==> src/rtl/ssr_pkg.sv <==
package ssr_pkg;
  parameter int unsigned ADDR_W  = 5;
  parameter int unsigned DATA_W  = 16;
  parameter int unsigned SHORT_W = 8;

  typedef enum logic [1:0] {
    ST_IDLE = 2'd0,
    ST_CMD  = 2'd1,
    ST_DATA = 2'd2,
    ST_LOCK = 2'd3
  } ssr_state_e;

  typedef struct packed {
    logic valid;
    logic writable;
    logic short_w;
  } reg_attr_t;

  function automatic reg_attr_t reg_attr(input logic [ADDR_W-1:0] a);
    reg_attr_t r;
    r = '0;
    case (a)
      5'h00: r = '{valid: 1'b1, writable: 1'b0, short_w: 1'b1};
      5'h01, 5'h02, 5'h03, 5'h04, 5'h05, 5'h07, 5'h09:
             r = '{valid: 1'b1, writable: 1'b1, short_w: 1'b0};
      5'h06: r = '{valid: 1'b1, writable: 1'b1, short_w: 1'b1};
      5'h08, 5'h0A:
             r = '{valid: 1'b1, writable: 1'b0, short_w: 1'b0};
      5'h14: r = '{valid: 1'b1, writable: 1'b0, short_w: 1'b1};
      default: r = '0;
    endcase
    return r;
  endfunction
endpackage

==> src/rtl/ssr_sync.sv <==
module ssr_sync #(
  parameter int unsigned WIDTH     = 3,
  parameter int unsigned STAGES    = 2,
  parameter logic [WIDTH-1:0] RESET_VAL = '0
) (
  input  logic             clk,
  input  logic             rst,
  input  logic [WIDTH-1:0] d,
  output logic [WIDTH-1:0] q
);
  for (genvar i = 0; i < WIDTH; i++) begin : g_bit
    logic [STAGES-1:0] chain;
    always_ff @(posedge clk) begin
      if (rst) chain <= {STAGES{RESET_VAL[i]}};
      else     chain <= {chain[STAGES-2:0], d[i]};
    end
    assign q[i] = chain[STAGES-1];
  end
endmodule

==> src/rtl/ssr_decode.sv <==
module ssr_decode
  import ssr_pkg::*;
(
  input  logic [ADDR_W-1:0] addr,
  output reg_attr_t         attr,
  output logic [DATA_W-1:0] mask
);
  localparam logic [DATA_W-1:0] SHORT_MASK = DATA_W'((1 << SHORT_W) - 1);

  always_comb begin
    attr = reg_attr(addr);
    if (!attr.valid)       mask = '0;
    else if (attr.short_w) mask = SHORT_MASK;
    else                   mask = '1;
  end
endmodule

==> src/rtl/ssr_engine.sv <==
module ssr_engine
  import ssr_pkg::*;
#(
  parameter int unsigned RESYNC_ZEROS = 32
) (
  input  logic              clk,
  input  logic              rst,
  input  logic              cs_n_s,
  input  logic              sclk_s,
  input  logic              sdi_s,
  input  reg_attr_t         cmd_attr,
  output logic [ADDR_W-1:0] cmd_addr,
  output logic              wr_stb,
  output logic [ADDR_W-1:0] wr_addr,
  output logic [DATA_W-1:0] wr_data,
  output logic [ADDR_W-1:0] rd_addr,
  input  logic [DATA_W-1:0] rd_data,
  input  logic [DATA_W-1:0] rd_mask,
  output logic              sdo,
  output logic              sdo_oe
);
  localparam int unsigned CMD_TAIL = ADDR_W + 1;
  localparam int unsigned CW       = $clog2(CMD_TAIL + 1);
  localparam int unsigned IW       = $clog2(DATA_W);
  localparam int unsigned ZW       = $clog2(RESYNC_ZEROS);

  ssr_state_e        state;
  logic              sclk_q;
  logic [CW-1:0]     cmd_cnt;
  logic [ADDR_W:0]   cmd_sr;
  logic              is_rd, cur_wr, cur_short, first;
  logic [IW-1:0]     bitidx;
  logic [DATA_W-1:0] wsr, rbuf;
  logic [ZW-1:0]     zcnt;
  logic              rise, fall;

  assign rise     = sclk_s & ~sclk_q & ~cs_n_s;
  assign fall     = ~sclk_s & sclk_q & ~cs_n_s;
  assign cmd_addr = cmd_sr[ADDR_W-1:0];

  always_ff @(posedge clk) begin
    if (rst) begin
      state     <= ST_IDLE;
      sclk_q    <= 1'b0;
      cmd_cnt   <= '0;
      cmd_sr    <= '0;
      is_rd     <= 1'b0;
      cur_wr    <= 1'b0;
      cur_short <= 1'b0;
      first     <= 1'b0;
      bitidx    <= '0;
      wsr       <= '0;
      rbuf      <= '0;
      zcnt      <= '0;
      wr_stb    <= 1'b0;
      wr_addr   <= '0;
      wr_data   <= '0;
      rd_addr   <= '0;
      sdo       <= 1'b0;
      sdo_oe    <= 1'b0;
    end else begin
      sclk_q <= sclk_s;
      wr_stb <= 1'b0;
      if (cs_n_s) begin
        zcnt   <= '0;
        sdo_oe <= 1'b0;
        if (state == ST_CMD || state == ST_DATA) state <= ST_LOCK;
      end else if (rise) begin
        if (sdi_s) zcnt <= '0;
        else if (zcnt == ZW'(RESYNC_ZEROS - 1)) zcnt <= '0;
        else zcnt <= zcnt + 1'b1;
        if (!sdi_s && zcnt == ZW'(RESYNC_ZEROS - 1)) begin
          state  <= ST_IDLE;
          sdo_oe <= 1'b0;
        end else begin
          case (state)
            ST_IDLE: begin
              if (sdi_s) begin
                state   <= ST_CMD;
                cmd_cnt <= '0;
              end
            end
            ST_CMD: begin
              cmd_sr <= {cmd_sr[ADDR_W-1:0], sdi_s};
              if (cmd_cnt == CW'(CMD_TAIL)) begin
                state     <= ST_DATA;
                is_rd     <= cmd_sr[ADDR_W];
                cur_wr    <= cmd_attr.writable & ~cmd_sr[ADDR_W];
                cur_short <= cmd_attr.short_w;
                bitidx    <= cmd_attr.short_w ? IW'(SHORT_W - 1) : IW'(DATA_W - 1);
                rd_addr   <= cmd_sr[ADDR_W-1:0];
                first     <= 1'b1;
              end else begin
                cmd_cnt <= cmd_cnt + 1'b1;
              end
            end
            ST_DATA: begin
              wsr <= {wsr[DATA_W-2:0], sdi_s};
              if (bitidx == '0) begin
                state  <= ST_IDLE;
                sdo_oe <= 1'b0;
                if (cur_wr) begin
                  wr_stb  <= 1'b1;
                  wr_addr <= rd_addr;
                  wr_data <= cur_short
                           ? {{(DATA_W-SHORT_W){1'b0}}, wsr[SHORT_W-2:0], sdi_s}
                           : {wsr[DATA_W-2:0], sdi_s};
                end
              end else begin
                bitidx <= bitidx - 1'b1;
              end
            end
            default: ;
          endcase
        end
      end else if (fall && state == ST_DATA && is_rd) begin
        if (first) begin
          rbuf   <= rd_data & rd_mask;
          sdo    <= rd_data[bitidx] & rd_mask[bitidx];
          sdo_oe <= 1'b1;
          first  <= 1'b0;
        end else begin
          sdo <= rbuf[bitidx];
        end
      end
    end
  end

  AST_STB_PULSE: assert property (@(posedge clk) disable iff (rst)
    wr_stb |=> !wr_stb);
  AST_STB_WRITABLE: assert property (@(posedge clk) disable iff (rst)
    wr_stb |-> reg_attr(wr_addr).writable);
  AST_OE_READ_PHASE: assert property (@(posedge clk) disable iff (rst)
    sdo_oe |-> (state == ST_DATA && is_rd));
  AST_OE_CS_HIGH: assert property (@(posedge clk) disable iff (rst)
    (cs_n_s && $past(cs_n_s)) |-> !sdo_oe);
  AST_LOCK_SILENT: assert property (@(posedge clk) disable iff (rst)
    (state == ST_LOCK) |-> (!sdo_oe && !wr_stb));
  AST_SHORT_IDX: assert property (@(posedge clk) disable iff (rst)
    (state == ST_DATA && cur_short) |-> (bitidx < IW'(SHORT_W)));
endmodule

==> src/rtl/ssr_slave.sv <==
module ssr_slave
  import ssr_pkg::*;
#(
  parameter int unsigned SYNC_STAGES  = 2,
  parameter int unsigned RESYNC_ZEROS = 32
) (
  input  logic              clk,
  input  logic              rst,
  input  logic              cs_n,
  input  logic              sclk,
  input  logic              sdi,
  output logic              sdo,
  output logic              sdo_oe,
  output logic              wr_stb,
  output logic [ADDR_W-1:0] wr_addr,
  output logic [DATA_W-1:0] wr_data,
  output logic [ADDR_W-1:0] rd_addr,
  input  logic [DATA_W-1:0] rd_data
);
  logic [2:0]        pins_s;
  logic [ADDR_W-1:0] cmd_addr;
  reg_attr_t         cmd_attr, rd_attr;
  logic [DATA_W-1:0] cmd_mask, rd_mask;

  ssr_sync #(.WIDTH(3), .STAGES(SYNC_STAGES), .RESET_VAL(3'b100)) u_sync (
    .clk(clk), .rst(rst), .d({cs_n, sclk, sdi}), .q(pins_s)
  );

  ssr_decode u_cmd_dec (.addr(cmd_addr), .attr(cmd_attr), .mask(cmd_mask));
  ssr_decode u_rd_dec  (.addr(rd_addr),  .attr(rd_attr),  .mask(rd_mask));

  ssr_engine #(.RESYNC_ZEROS(RESYNC_ZEROS)) u_engine (
    .clk(clk), .rst(rst),
    .cs_n_s(pins_s[2]), .sclk_s(pins_s[1]), .sdi_s(pins_s[0]),
    .cmd_attr(cmd_attr), .cmd_addr(cmd_addr),
    .wr_stb(wr_stb), .wr_addr(wr_addr), .wr_data(wr_data),
    .rd_addr(rd_addr), .rd_data(rd_data), .rd_mask(rd_mask),
    .sdo(sdo), .sdo_oe(sdo_oe)
  );
endmodule

==> config.mk <==
export PLATFORM = sky130hd
export DESIGN_NAME = ssr_slave
export DESIGN_NICKNAME = d
export VERILOG_FILES = /design/src/rtl/ssr_pkg.sv /design/src/rtl/ssr_sync.sv /design/src/rtl/ssr_decode.sv /design/src/rtl/ssr_engine.sv /design/src/rtl/ssr_slave.sv
export SDC_FILE = /design/constraint.sdc
export NUM_CORES = 1
export LEC_CHECK = 0
export BUFFER_PORTS_ARGS = -buffer_cell sky130_fd_sc_hd__buf_2
export CAP_MARGIN = 20
export CORE_MARGIN = 1.5
export CORE_UTILIZATION = 35
export DETAILED_ROUTE_END_ITERATION = 10
export GPL_TIMING_DRIVEN = 0
export PLACE_DENSITY = 0.49
export SETUP_SLACK_MARGIN = 0.05
export SLEW_MARGIN = 20
export SYNTH_ARGS = -nofsm -noshare
export SYNTH_HDL_FRONTEND = slang
export SYNTH_SLANG_ARGS = --single-unit
==> constraint.sdc <==
create_clock -name clk -period 4 [get_ports clk]
set_input_delay 1 -clock clk [delete_from_list [all_inputs] [get_ports clk]]
set_output_delay 1 -clock clk [all_outputs]
set_load 0.01 [all_outputs]
* After elaboration in Yosys (flattened, before gate mapping)
Memories as Yosys holds them, arrays and structs flattened. A register that Yosys moved wholly into a read port is not among the register bits.
Index checks and enable logic that the tools add are counted.
W data, S select, Z words.
** Word-level totals
- Memories kept :: 2
- Output and inout port bits :: 29
- Flip-flop bits (word level) :: 91
- Memory bits (read-only) :: 192
- Input bits :: 21
** Memories
- (no name shown) :: words 32, width 3, rd ports 1, clocked after Yosys merged registers in 1, write ports 0, line ssr_pkg.sv:22 : case (a)
- (no name shown) :: words 32, width 3, rd ports 1, clocked after Yosys merged registers in 1, write ports 0, line ssr_pkg.sv:22
** Cells by class
- Order comparisons :: 1
- Add/sub/neg operators :: 3
- Multiplexer cells :: 43
- Equality and inequality tests :: 17
- Reduce and logical (&&, ||, !) cells :: 26
- Bitwise operators :: 15
** Operators by type and width (number)
- $mux W16 :: 3
- $mux W5 :: 6
- $reduce_and A6 Y1 :: 4
- $and A16 B16 Y16 :: 1
- $mux W1 :: 16
- $reduce_and A4 Y1 :: 4
- $mux W2 :: 7
- $ne A2 B2 Y1 const B :: 7
- $bmux W1 S4 :: 3
- $mux W4 :: 3
- $reduce_and A5 Y1 :: 2
- $reduce_bool A2 Y1 :: 5
- $ne A4 B4 Y1 const B :: 2
- $not A1 Y1 :: 8
- $pmux W4 S2 :: 1
- $and A1 B1 Y1 :: 6
- $mux W3 :: 2
- $ne A3 B3 Y1 const B :: 2
- $pmux W2 S3 :: 1
- $pmux W3 S2 :: 1
- $reduce_or A6 Y1 :: 1
- $add A5 B1 Y5 const B :: 1
- $eq A5 B5 Y1 const B :: 1
- $lt A4 B5 Y1 const B :: 1
- other kinds (15) :: 17

* Logic depth before layout (Yosys ltp)
- Depth in word-level cells :: 7
- Mapped depth :: 10

* Hierarchy
A second synthesis with hierarchy kept.
** Second synthesis, totals
- Cells, all modules :: 515
- Area, all modules :: 4441.8 um^2
** By module, submodules not included
- ssr_engine :: cells each 436, area an instance 3816.2 um^2, instances 1
- ssr_decode :: cells each 32, area an instance 222.7 um^2, instances 2
- ssr_sync :: cells each 15, area an instance 180.2 um^2, instances 1

* Worst setup path after synthesis
OpenSTA, ideal clock, no wires.
- Path kind :: register to register
- From :: reg u_engine.zcnt[0]
- To :: reg u_rd_dec.attr[0] (netlist name)
- Stages on the path, launching flop included :: 10
- Required time :: 3.914 ns
- Data arrival time :: 2.194 ns
- Slack :: 1.720 ns
- Path buffers :: 1
- Path through :: dfxtp_1 > ha_1 > and3_1 > ha_1 > and2b_4 > nor4_2 > buf_6 > mux2i_1 > xnor2_1 > a211oi_1
** Between the ends
- Cells in the longest elaborated chain, start to end :: 6
** RTL lines
- start, declared :: line ssr_engine.sv:34 : logic [ZW-1:0] zcnt;
- start signal, assigned :: line ssr_engine.sv:71 : else zcnt <= zcnt + 1'b1;
- $eq A5 B5 Y1 :: line ssr_engine.sv:72 : if (!sdi_s && zcnt == ZW'(RESYNC_ZEROS - 1)) begin
- $logic_and A1 B1 Y1 :: line ssr_engine.sv:72
- $not A1 Y1 (no source line)
- $reduce_and A5 Y1 (no source line)
- $mux W5 (no source line) (2 in a row)
No other way between the ends.
A chain may end at the register's enable or synchronous reset.

* Worst setup path in the final report
- From :: reg u_engine.zcnt[0]
- To :: reg u_rd_dec.attr[0] (netlist name)
** Between the ends
- Cells in the longest elaborated chain, start to end :: 6
** RTL lines (line)
- $eq A5 B5 Y1 :: ssr_engine.sv:72
- $logic_and A1 B1 Y1 :: ssr_engine.sv:72
- $not A1 Y1 (no source line)
- $reduce_and A5 Y1 (no source line)
- $mux W5 (no source line) (2 in a row)
No other way between the ends.

==> reports/metrics.cfg <==
[run_status]
outcome = finished, violations left
violations = design-rule violations

[sta]
slew_violations = 0
clock.fmax_mhz = 389.6
slew_headroom = 0.4816
min_period_ns = 2.567
rsz0062_at_grt = false
finalWorstSetupSlack_ns = 1.433
finalSetupTns_ns = 0
whs_ns = 0.4091
hold_violations = 0
setup_viol_count_final = 0
post-route-period-util = 0.6417
worst_pin_slew_ns = 0.7716
skew_ns = 0.007780

[critical_path]
cp_max_fo = 10
cpLargestDelayFamily = simple AND/OR/NAND/NOR gates
path_buf_inv = 1
cp.arrival_ns = 2.82
endpoint_kind = flop
cp.required_ns = 4.25
path_cells = ha_1, and3_1, ha_1, and2b_4, nor4_2, buf_6, mux2i_1, xnor2_1, a211oi_1
critPathSlowestCell = mux2i_1
max_stage_delay_ns = 0.37
path_common_cell = ha_1
worstSetupPathType = reg -> reg
cp-start-kind = flop

[final_layout]
post-route-util = 0.4255
layout-drive-gt1-share = 0.1801
syn2layout_area_growth_pct = 17.19
fillers = 1143
final_area_um2 = 4921
mostFrequentLayoutCells = dfxtp_1, buf_2, nand2_1
n_antenna_cell = 0
layout.nets = 557
multi_input_area_um2 = 2121
final_common_cell = dfxtp_1
fin_cells = 676
seqCellArea_um2 = 1902

[clocking]
cts_buffers = 9
cts_setup_buffers = 0
postCtsHoldBufs = 0
cts_resized = 0
ctsLongestPathBuffers = 2
clock_latency_ns = 0.35
cts.sinks = 95
h-tree-depth = 3
cts_tree = done
clk_pin_slew_ns = 0.06
clockRootBuffer = clkbuf_16

[logic_synthesis]
synth_edf_count = 0
syn_area_per_cell_um2 = 8.972
synth-simple-area-share = 0.2366
yosys_warnings = 0
synth_compound_gate_area_share = 0.1272
synthAdderAreaFrac = 0.02384
syn_inst = 468
ys_seq_elements = 95
synth-main-ff-cell = dfxtp_1
synth_seq_area_share = 0.4529
synth_top_family_by_area = simple AND/OR/NAND/NOR gates
syn-cell-area_um2 = 4199
synth_cell_types = 55
synth-xor-area-share = 0.01043
muxShareOfSynthArea = 0.1070
async_reset_ff_frac = 0
synth_fp_nets = 497

[grt]
grt_start_max_net_pins = 17
grt_usage = 0.1628
grt_pass1_vias = 3251
grt_pass1_wl_um = 16280
gr-total-overflow = 0
antenna_found_initial = 0

[floorplanning]
die_y_um = 112.5
die_area_um2 = 12660
die_x_um = 112.5
ios = 50
rows = 39
initial_core_util = 0.3631
core_region_area_um2 = 11560

[power_and_ir_drop]
powerDensity_nw_per_um2 = 414.3
p_leak_nw = 1.879
peakVddDrop_v = 0.0002172
power.total_mw = 2.039

[run]
max-cap-violations = 0

[drt]
wl_um = 9857
antenna_left = 0
drt_pass1_iterations = 7
via_per_inst = 5.053
wl_per_cell_um = 14.58
drc = 1
routed-via-count = 3416
first_iter_violations = 171

[placed_design]
hpwlAfterDp_um = 7020
placed_area_um2 = 4623
port_buffers = 49
gp_congestion = 0.7599
dp_cells = 660
place_worst_setup_slack_ns = 1.211

[min_path]
hp-class = reg -> reg

-- worst reg2reg max path, stage by stage, from the launching register on --
cell	delay [ns]
dfxtp_1	0.33
ha_1	0.21
and3_1	0.19
ha_1	0.22
and2b_4	0.22
nor4_2	0.31
buf_6	0.22
mux2i_1	0.38
xnor2_1	0.12
a211oi_1	0.26
-- path summary, 6_finish.rpt --
| check | start | end | slack [ns] | cells past startpoint |
|---|---|---|---|---|
| setup reg to reg | u_engine.zcnt[0] | u_rd_dec.attr[0] | 1.43 | 9 |
| hold reg to reg | u_sync.g_bit[2].chain[0] | u_sync.g_bit[2].chain[1] | 0.41 | 1 |
| hold / removal | u_sync.g_bit[2].chain[0] | u_sync.g_bit[2].chain[1] | 0.41 | 1 |
| setup / recovery | u_engine.zcnt[0] | u_rd_dec.attr[0] | 1.43 | 9 |
-- Yosys cell counts, drive strengths merged, types with 2 or more instances --
master	n	area, um2
a31oi	4	25.02
nand2	57	214.0
ha	8	100.1
nor3b	13	97.59
o311ai	2	17.52
a211oi	3	35.03
a311oi	4	35.03
mux4	5	112.6
dfxtp	95	1902
inv	8	30.03
nand2b	11	78.82
xor2	4	35.03
a21oi	49	245.2
nand3b	4	30.03
nor2	47	176.4
a21boi	2	18.77
buf	11	63.81
nor3	11	71.32
mux2	2	22.52
or2	2	12.51
a2111oi	2	17.52
nand4	4	25.02
nor2b	18	112.6
a22oi	2	15.01
o21ai	7	35.03
mux2i	31	314.1
a21bo	2	20.02
clkbuf	22	82.58
nand3	22	110.1
-- power by group --
part | total, mW | switching (mW) | internal [mW]
combinational | 0.203 | 0.126 | 0.0766
clock | 0.869 | 0.381 | 0.488
sequential | 0.967 | 0.00798 | 0.959
total | 2.04 | 0.515 | 1.52
-- state kept, by name (all words and copies together), names as in the netlist, 3 cells and up --
register,count
u_engine.rbuf,16
u_engine.wr_data,16
u_engine.wsr,15
u_engine.cmd_sr,6
u_sync.g_bit.chain,6
u_engine.rd_addr,5
u_engine.wr_addr,5
u_engine.zcnt,5
u_engine.bitidx,4
u_engine.cmd_cnt,3
-- kinds of logic (layout without fill, tap and decap cells) --
kind of cell,after synthesis,count (layout)
AND/OR/NAND/NOR,196,196
flip-flops,95,95
buffers and inverters,41,106
AO/OA/AOI/OAI,85,85
multiplexers,38,38
XOR/XNOR,5,5
adder cells (fa/ha/maj),8,8
-- cell type report --
type	count	share of cell area
clock inverters	6	0.01398
inverters	8	0.006102
plain buffers	33	0.02975
multi-input cells	332	0.4310
repair buffers	49	0.04983
well taps	143	0.03636
flip-flops and latches	95	0.3865
clock buffers	10	0.04653
-- layer usage --
metal | vias to the layer above | GRT usage | part of all wire
li1 | 1746 | - | -
met1 | 1603 | 0.2157 | 0.49
met4 | 0 | 0.07173 | 0.018
met5 | - | 0 | 0
met2 | 56 | 0.2589 | 0.45
met3 | 11 | 0.03186 | 0.039
(Power assumes the default switching activity.)
